### src/rtl/slew_pkg.sv
package slew_pkg;
    typedef enum logic [2:0] {
        S_IDLE,
        S_LOAD,
        S_JUMP,
        S_SLEW,
        S_FINISH
    } seq_state_t;
endpackage

### src/rtl/step_split.sv
module step_split #(
    parameter int FRAC_W = 16,
    parameter int PH_W   = 18,
    parameter int NSEL_W = 5,
    localparam int MAG_W = FRAC_W + 1
) (
    input  logic signed [PH_W-1:0] phase,
    input  logic                   low_freq,
    input  logic [NSEL_W-1:0]      div_log2,
    output logic                   neg,
    output logic [MAG_W-1:0]       jump_cnt,
    output logic [MAG_W-1:0]       residual
);
    localparam logic [PH_W-1:0] FULL = {{(PH_W-FRAC_W-1){1'b0}}, 1'b1, {FRAC_W{1'b0}}};

    logic [PH_W-1:0]   absval;
    logic [MAG_W-1:0]  mag;
    logic [NSEL_W-1:0] n_eff;
    logic [NSEL_W-1:0] sh;
    logic [MAG_W-1:0]  mask;

    always_comb begin
        absval   = phase[PH_W-1] ? PH_W'(-phase) : PH_W'(phase);
        mag      = (absval > FULL) ? FULL[MAG_W-1:0] : absval[MAG_W-1:0];
        neg      = phase[PH_W-1];
        n_eff    = (div_log2 > NSEL_W'(FRAC_W)) ? NSEL_W'(FRAC_W) : div_log2;
        sh       = NSEL_W'(FRAC_W) - n_eff;
        mask     = (MAG_W'(1) << sh) - MAG_W'(1);
        jump_cnt = low_freq ? (mag >> sh) : '0;
        residual = low_freq ? (mag & mask) : mag;
    end
endmodule

### src/rtl/interval_calc.sv
module interval_calc #(
    parameter int FRAC_W    = 16,
    parameter int PER_W     = 16,
    parameter int SLEW_GAIN = 200000,
    parameter int CNT_W     = 35,
    localparam int MAG_W    = FRAC_W + 1,
    localparam int PROD_W   = CNT_W + FRAC_W
) (
    input  logic [MAG_W-1:0] residual,
    input  logic [PER_W-1:0] period,
    output logic [CNT_W-1:0] interval
);
    logic [PROD_W-1:0] prod;

    always_comb begin
        prod     = PROD_W'(residual) * PROD_W'(period) * PROD_W'(SLEW_GAIN);
        interval = prod[PROD_W-1:FRAC_W];
    end
endmodule

### src/rtl/slew_timer.sv
module slew_timer #(
    parameter int CNT_W = 35
) (
    input  logic             clk,
    input  logic             rst_n,
    input  logic             ld,
    input  logic [CNT_W-1:0] ld_val,
    input  logic             dec,
    output logic             is_zero,
    output logic             is_last
);
    logic [CNT_W-1:0] cnt;

    always_ff @(posedge clk) begin
        if (!rst_n)   cnt <= '0;
        else if (ld)  cnt <= ld_val;
        else if (dec) cnt <= cnt - CNT_W'(1);
    end

    assign is_zero = (cnt == '0);
    assign is_last = (cnt == CNT_W'(1));


    no_underflow_chk: assert property (@(posedge clk) disable iff (!rst_n)
        dec |-> cnt != '0);
endmodule

### src/rtl/slew_seq.sv
module slew_seq #(
    parameter int FRAC_W    = 16,
    parameter int PH_W      = 18,
    parameter int PER_W     = 16,
    parameter int NSEL_W    = 5,
    parameter int SLEW_GAIN = 200000,
    localparam int MAG_W    = FRAC_W + 1,
    localparam int GAIN_W   = $clog2(SLEW_GAIN + 1),
    localparam int CNT_W    = MAG_W + PER_W + GAIN_W - FRAC_W
) (
    input  logic                   clk,
    input  logic                   rst_n,
    input  logic                   tick,
    input  logic                   req_valid,
    input  logic signed [PH_W-1:0] req_phase,
    input  logic                   low_freq,
    input  logic [NSEL_W-1:0]      div_log2,
    input  logic [PER_W-1:0]       period,
    output logic                   offset_en,
    output logic                   slew_neg,
    output logic                   jump_valid,
    output logic [MAG_W-1:0]       jump_count,
    output logic                   jump_back,
    output logic                   busy
);
    import slew_pkg::*;

    seq_state_t state, state_nx;

    logic             split_neg;
    logic [MAG_W-1:0] split_jump, split_res;
    logic             neg_q;
    logic [MAG_W-1:0] jump_q, res_q;
    logic [PER_W-1:0] period_q;
    logic [CNT_W-1:0] interval;
    logic             cnt_zero, cnt_last;
    logic             accept, ld, dec;

    step_split #(.FRAC_W(FRAC_W), .PH_W(PH_W), .NSEL_W(NSEL_W)) u_split (
        .phase    (req_phase),
        .low_freq (low_freq),
        .div_log2 (div_log2),
        .neg      (split_neg),
        .jump_cnt (split_jump),
        .residual (split_res)
    );

    interval_calc #(.FRAC_W(FRAC_W), .PER_W(PER_W), .SLEW_GAIN(SLEW_GAIN), .CNT_W(CNT_W)) u_calc (
        .residual (res_q),
        .period   (period_q),
        .interval (interval)
    );

    slew_timer #(.CNT_W(CNT_W)) u_timer (
        .clk     (clk),
        .rst_n   (rst_n),
        .ld      (ld),
        .ld_val  (interval),
        .dec     (dec),
        .is_zero (cnt_zero),
        .is_last (cnt_last)
    );

    assign accept = (state == S_IDLE) && req_valid;
    assign ld     = (state == S_LOAD);
    assign dec    = (state == S_SLEW) && tick;

    // request capture
    always_ff @(posedge clk) begin
        if (!rst_n) begin
            neg_q    <= 1'b0;
            jump_q   <= '0;
            res_q    <= '0;
            period_q <= '0;
        end else if (accept) begin
            neg_q    <= split_neg;
            jump_q   <= split_jump;
            res_q    <= split_res;
            period_q <= period;
        end
    end

    // state register
    always_ff @(posedge clk) begin
        if (!rst_n) state <= S_IDLE;
        else        state <= state_nx;
    end

    // transitions
    always_comb begin
        state_nx = state;
        unique case (state)
            S_IDLE:   if (req_valid) state_nx = S_LOAD;
            S_LOAD: begin
                if (jump_q != '0)        state_nx = S_JUMP;
                else if (interval != '0) state_nx = S_SLEW;
                else                     state_nx = S_FINISH;
            end
            S_JUMP:   state_nx = cnt_zero ? S_FINISH : S_SLEW;
            S_SLEW:   if (tick && cnt_last) state_nx = S_FINISH;
            S_FINISH: state_nx = S_IDLE;
            default:  state_nx = S_IDLE;
        endcase
    end

    // outputs
    always_comb begin
        busy       = (state != S_IDLE);
        offset_en  = (state == S_SLEW);
        jump_valid = (state == S_JUMP);
        jump_count = jump_q;
        jump_back  = neg_q;
        slew_neg   = neg_q;
    end


    accept_busy_chk: assert property (@(posedge clk) disable iff (!rst_n)
        (!busy && req_valid) |=> busy);

    busy_start_chk: assert property (@(posedge clk) disable iff (!rst_n)
        $rose(busy) |-> $past(req_valid));

    jump_pulse_chk: assert property (@(posedge clk) disable iff (!rst_n)
        jump_valid |=> !jump_valid);

    jump_nonzero_chk: assert property (@(posedge clk) disable iff (!rst_n)
        jump_valid |-> (jump_count != '0) && !offset_en);

    sign_hold_chk: assert property (@(posedge clk) disable iff (!rst_n)
        (offset_en && $past(offset_en)) |-> $stable(slew_neg));

    busy_hold_chk: assert property (@(posedge clk) disable iff (!rst_n)
        $fell(offset_en) |-> busy);

    busy_release_chk: assert property (@(posedge clk) disable iff (!rst_n)
        $fell(offset_en) |=> !busy);
endmodule

### config.mk
export PLATFORM = sky130hd
export DESIGN_NAME = slew_seq
export DESIGN_NICKNAME = d
export VERILOG_FILES = /design/src/rtl/slew_pkg.sv /design/src/rtl/step_split.sv /design/src/rtl/interval_calc.sv /design/src/rtl/slew_timer.sv /design/src/rtl/slew_seq.sv
export SDC_FILE = /design/constraint.sdc
export NUM_CORES = 1
export LEC_CHECK = 0
export BUFFER_PORTS_ARGS = -buffer_cell sky130_fd_sc_hd__buf_2
export CAP_MARGIN = 0
export CELL_PAD_IN_SITES_DETAIL_PLACEMENT = 1
export CELL_PAD_IN_SITES_GLOBAL_PLACEMENT = 1
export CORE_MARGIN = 10
export CORE_UTILIZATION = 40
export DETAILED_ROUTE_END_ITERATION = 10
export GPL_ROUTABILITY_DRIVEN = 0
export PLACE_DENSITY = 0.79
export REMOVE_ABC_BUFFERS = 1
export SLEW_MARGIN = 10
export SYNTH_ARGS = -nofsm -noshare
export SYNTH_HDL_FRONTEND = slang
export SYNTH_SLANG_ARGS = --single-unit
### constraint.sdc
create_clock -name clk -period 14.45 [get_ports clk]
set_input_delay 3.6125 -clock clk [delete_from_list [all_inputs] [get_ports clk]]
set_output_delay 3.6125 -clock clk [all_outputs]
set_load 0.02 [all_outputs]
After elaboration in Yosys (flattened, before gate mapping)

Index checks and enable logic that the tools add are counted.
Widths: inputs -> output; s select.

Output and inout port bits: 22
Register bits: 89

$add $sub $neg: 4
Reduce and logical (&&, ||, !) cells: 10
Bitwise gates (word level): 1
Multiply operators: 2
Order comparisons: 2
Equal/unequal tests: 6
Shift-type cells: 2
Muxes and demuxes: 13

Operator list:

| cell                   | count |
|---|---|
| $mux 35                | 2 |
| $mux 17                | 3 |
| $mul 33x12->45 const B | 1 |
| $eq 35x1->1 const B    | 1 |
| $logic_not 35->1       | 1 |
| $reduce_bool 35->1     | 1 |
| $sub 35x1->35 const B  | 1 |
| $mul 17x16->33         | 1 |
| $gt 18x17->1 const B   | 1 |
| $mux 18                | 1 |
| $neg 18->18            | 1 |
| $and 17x17->17         | 1 |
| $reduce_bool 17->1     | 1 |
| $shl 1x5->17 const A   | 1 |
| $shr 17x5->17          | 1 |
| $sub 17x2->17 const B  | 1 |
| $mux 3                 | 5 |
| $pmux 3 s4             | 1 |
| $eq 3x2->1 const B     | 2 |
| $gt 5x5->1 const B     | 1 |
| $mux 5                 | 1 |
| $sub 5x5->5 const A    | 1 |
| $eq 3x1->1 const B     | 1 |
| $logic_and 1x1->1      | 3 |
| 6 further kinds        | 6 |

Depth between registers and ports, before layout

Word-level depth: 7
Depth in mapped cells: 45
Mapped depth without buffers: 43

Cells and area by module

From an unflattened synthesis, not the netlist that was laid out.

Cells, all modules: 2,566
Area, all modules: 21,638.3 sq um

By module, submodules not included:

| module        | cells an instance | times used | sequential area each (sq um) | area each (sq um) |
|---|---|---|---|---|
| interval_calc | 1,735             | 1          | 0.0                          | 15,353.5 |
| slew_seq      | 270               | 1          | 1,081.0                      | 2,235.9 |
| step_split    | 323               | 1          | 0.0                          | 2,044.5 |
| slew_timer    | 238               | 1          | 700.7                        | 2,004.4 |

Least setup slack after synthesis

Ideal clock, no wire load.

Path kind: reg-to-reg
Start point: register period_q[3]
End point: register state[1]
Stages on the path, launching flop included: 43
Data arrival time: 10,824 ps
Path slack: 3,484 ps
Required time: 14,308 ps
Path through: dfxtp_1 > clkbuf_1 > clkbuf_1 > nand2_1 > fa_1 > fa_1 > inv_1 > fa_1 > inv_1 > fa_1 > fa_1 > fa_1 > inv_1 > ha_1 > a21o_1 > a21o_1 > a221oi_1 > a31o_2 > (+7 left out) > ha_1 > ha_1 > inv_1 > fa_1 > fa_1 > fa_1 > inv_1 > ha_1 > nand4_1 > nor2_1 > nand3_1 > nor3_1 > nor2_1 > xnor2_1 > or3_1 > or4_1 > nor2_1 > a221oi_1

Cells in the longest elaborated chain, start to end: 6

Ends and longest elaborated chain:

| item                     | line                | RTL |
|---|---|---|
| start: declaration       | slew_seq.sv:34      | `logic [PER_W-1:0] period_q;` |
| start signal: assignment | slew_seq.sv:79      | `period_q <= period;` |
| $mul 17x16->33           | interval_calc.sv:16 | `prod = PROD_W'(residual) * PROD_W'(period) * PROD_W'(SLEW_GAIN);` |
| $mul 33x12->45           | interval_calc.sv:16 |  |
| $reduce_bool 35->1       | slew_seq.sv:96      | `else if (interval != '0) state_nx = S_SLEW;` |
| $mux 3                   | slew_seq.sv:96      |  |
| $mux 3                   | slew_seq.sv:95      | `if (jump_q != '0) state_nx = S_JUMP;` |
| $pmux 3 s4               | slew_seq.sv:92      | `unique case (state)` |
| end signal: assignment   | slew_seq.sv:86      | `else state <= state_nx;` |
| end: declaration         | slew_seq.sv:28      | `seq_state_t state, state_nx;` |

Every way passes these cells.
A chain may end at the register's enable or synchronous reset.

Final worst setup path

Start point: register res_q[11]
End point: register state[1]

Cells in the longest elaborated chain, start to end: 6

Ends and longest elaborated chain:

| item                     | line                | RTL |
|---|---|---|
| start: declaration       | slew_seq.sv:33      | `logic [MAG_W-1:0] jump_q, res_q;` |
| start signal: assignment | slew_seq.sv:78      | `res_q <= split_res;` |
| $mul 17x16->33           | interval_calc.sv:16 |  |
| $mul 33x12->45           | interval_calc.sv:16 |  |
| $reduce_bool 35->1       | slew_seq.sv:96      |  |
| $mux 3                   | slew_seq.sv:96      |  |
| $mux 3                   | slew_seq.sv:95      |  |
| $pmux 3 s4               | slew_seq.sv:92      |  |

Every way passes these cells.

==> impl_metrics.env <==
export IMPL_ys_warn_count=0
export IMPL_grt_usage_pct=20.5
export IMPL_rsz0062_at_grt="false"
export IMPL_final_common_cell="inv_1"
export IMPL_cpPeakStageDelay_ns=0.92
export IMPL_grt_overflow_total=0
export IMPL_syn_area_per_cell_sq_um=8.42
export IMPL_layout_cells_non_filler=3165
export IMPL_final_area_sq_um=22200
export IMPL_antenna_found_initial=0
export IMPL_avgRoutedWirePerCell_um=20.3
export IMPL_cts_setup_buffers=0
export IMPL_core_area_sq_um=51600
export IMPL_cts_max_level=3
export IMPL_finalSetupViolCount=0
export IMPL_vdd_drop_max_v=0.0000689
export IMPL_critPathMostFrequentCell="fa_1"
export IMPL_power_leakage_uw=0.0100
export IMPL_fmax_mhz=77.6
export IMPL_hpwl_mm=52.9
export IMPL_relSlewSlack_pct=28.6
export IMPL_area_growth_pct=5.69
export IMPL_n_fill_cell=6195
export IMPL_ys_seq_elements=89
export IMPL_timing_final_crit_share_pct=89.2
export IMPL_antenna_cells=0
export IMPL_cp_max_fo=17
export IMPL_drt_iter0_drc=937
export IMPL_hold_class="flop to flop"
export IMPL_vias=17700
export IMPL_drt_pass1_iter_count=5
export IMPL_register_area_sq_um=1780
export IMPL_cp_required_ns=14.66
export IMPL_ant_nets=0
export IMPL_synth_edf_count=0
export IMPL_reg2reg_depth=38
export IMPL_cts_made_buffers=9
export IMPL_async_flop_share_pct=0
export IMPL_end_kind="flop"
export IMPL_power_density_nw_per_um2=112
export IMPL_holdCritStartpoint="res_q[1]$_SDFFE_PN0P_"
export IMPL_drt_total_wl_mm=64.3
export IMPL_hold_path_depth=2
export IMPL_path_clk_slew_ns=0.09
export IMPL_timing_rr_start="res_q[11]$_SDFFE_PN0P_"
export IMPL_die_w_um=249
export IMPL_synth_top_cell_area_share_pct=30.5
export IMPL_ioPinCount=66
export IMPL_status="completed"
export IMPL_crit_start="res_q[11]$_SDFFE_PN0P_"
export IMPL_final_hold_viol_count=0
export IMPL_synthDistinctLibCells=83
export IMPL_setup_tns_ns=0
export IMPL_tightest_slew_ns=1.07
export IMPL_multi_input_area_sq_um=17200
export IMPL_cp_start_kind="flop"
export IMPL_grt_pass1_vias=20100
export IMPL_clockRootBuffer="clkbuf_16"
export IMPL_viasPerCell=5.60
export IMPL_drive_gt1_share_pct=4.91
export IMPL_ys_seq_area_share_pct=8.50
export IMPL_drv_slew=0
export IMPL_rows=83
export IMPL_yosysTopAreaCell="fa_1"
export IMPL_io_buffers=65
export IMPL_clkSinkCount=89
export IMPL_drc=0
export IMPL_fin_nets=3122
export IMPL_worst_setup_path_type="flop to flop"
export IMPL_die_area_sq_um=62000
export IMPL_layout_common_cells="inv_1, fa_1, nand2_1, ha_1, a21oi_1"
export IMPL_netlist_instances=2491
export IMPL_synthTopCellsByArea="fa_1, ha_1, dfxtp_1, inv_1, nand2_1"
export IMPL_cts_tree="built"
export IMPL_post_route_min_period_ns=12.89
export IMPL_fin_worst_skew_ns=0.0174
export IMPL_grt_max_degree=80
export IMPL_fin_hold_ws_ns=0.476
export IMPL_cts_buffer_depth=2
export IMPL_grt_first_pass_wirelength_mm=105
export IMPL_dpl_cell_count=3149
export IMPL_cp_arrival_ns=13.10
export IMPL_crit_slowest_cell="dfxtp_1"
export IMPL_clk_latency_ns=0.40
export IMPL_die_y_um=249
export IMPL_hold_buffers=0
export IMPL_ys_flop_type="dfxtp_1"
export IMPL_ctsResizeCount=0
export IMPL_dpl_cell_area_sq_um=21900
export IMPL_cap_viol_max_count=0
export IMPL_netlist_area_sq_um=21000
export IMPL_initial_core_util_pct=40.6
cell usage after synthesis, types with 17 or more instances:
cell and n:
inv_1 427, fa_1 319, nand2_1 301, ha_1 279, a21oi_1 149, and2_1 134, nor2_1 113, clkbuf_1 91
dfxtp_1 89, xnor2_1 64, o21ai_0 60, nor3_1 47, nand3_1 42, xor2_1 38, a21o_1 29, nor4_1 20
a211oi_1 17
cell families (layout without fill, tap and decap cells):
group / Yosys count / in the layout / share of synthesized area [%]
muxes: 15 / 15 / 0.847
and+or+nand+nor: 750 / 750 / 17.2
xor gates and xnor gates: 102 / 102 / 4.26
DFF: 89 / 89 / 8.50
buffers and inverters: 527 / 521 / 9.48
AOI/OAI and AO/OA: 409 / 409 / 12.5
adders and majority gates: 599 / 599 / 47.2
critical path, delay by kind of cell (launching register included):
family                     cells  cell delay (ns)
xor gates and xnor gates       2             0.46
adders and majority gates     13             6.07
buffers and inverters          3             0.18
DFF                            1             0.92
AOI/OAI and AO/OA              8             1.60
and+or+nand+nor               12             3.47
cell type report:
| class | count | area share [%] |
|---|---|---|
| Inverter | 429 | 7.27 |
| Multi-Input combinational cell | 1875 | 77.7 |
| Sequential cell | 89 | 8.04 |
| Tap cell | 680 | 3.84 |
| Timing Repair Buffer | 76 | 1.84 |
| Clock buffer | 10 | 1.08 |
| Clock inverter | 6 | 0.271 |
layer usage:
metal | vias to the layer above | part of all wire [%] | global-route usage (%)
met1 | 9086 | 40 | 23.8
met2 | 406 | 53 | 38.3
met3 | 138 | 3.1 | 1.81
met4 | 0 | 3.3 | 7.62
li1 | 8099 | - | -
met5 | - | 0 | 0
power by group:
group / total (uW) / internal (uW) / switching [uW] / leakage (uW)
Sequential: 415 / 296 / 119 / 0.000725
Clock: 266 / 126 / 140 / 0.000140
Combinational: 1790 / 648 / 1140 / 0.00917
Total: 2470 / 1070 / 1400 / 0.0100
through the flow:
step | util (%) | power [uW] | setup WS (ns)
floorplan | - | 1620 | 3.61
global placement | 42.4 | 2110 | 2.06
detailed placement | 42.4 | 2200 | 1.73
CTS | 42.9 | 2480 | 1.65
global route | 42.9 | 2700 | 1.01
finish | 42.9 | 2470 | 1.56
worst paths after layout:
kind	to	slack [ns]
max	state[1]$_SDFFE_PN0P_	1.56
min	res_q[1]$_SDFFE_PN0P_	0.48
max reg2reg	state[1]$_SDFFE_PN0P_	1.56
min reg2reg	res_q[1]$_SDFFE_PN0P_	0.48
flip-flops by register name, summed over array words and instances, names as in the netlist:
register and cells:
res_q 17, state 3, u_timer.cnt 35, jump_count 17, period_q 16, jump_back 1
(Power assumes the default switching activity.)
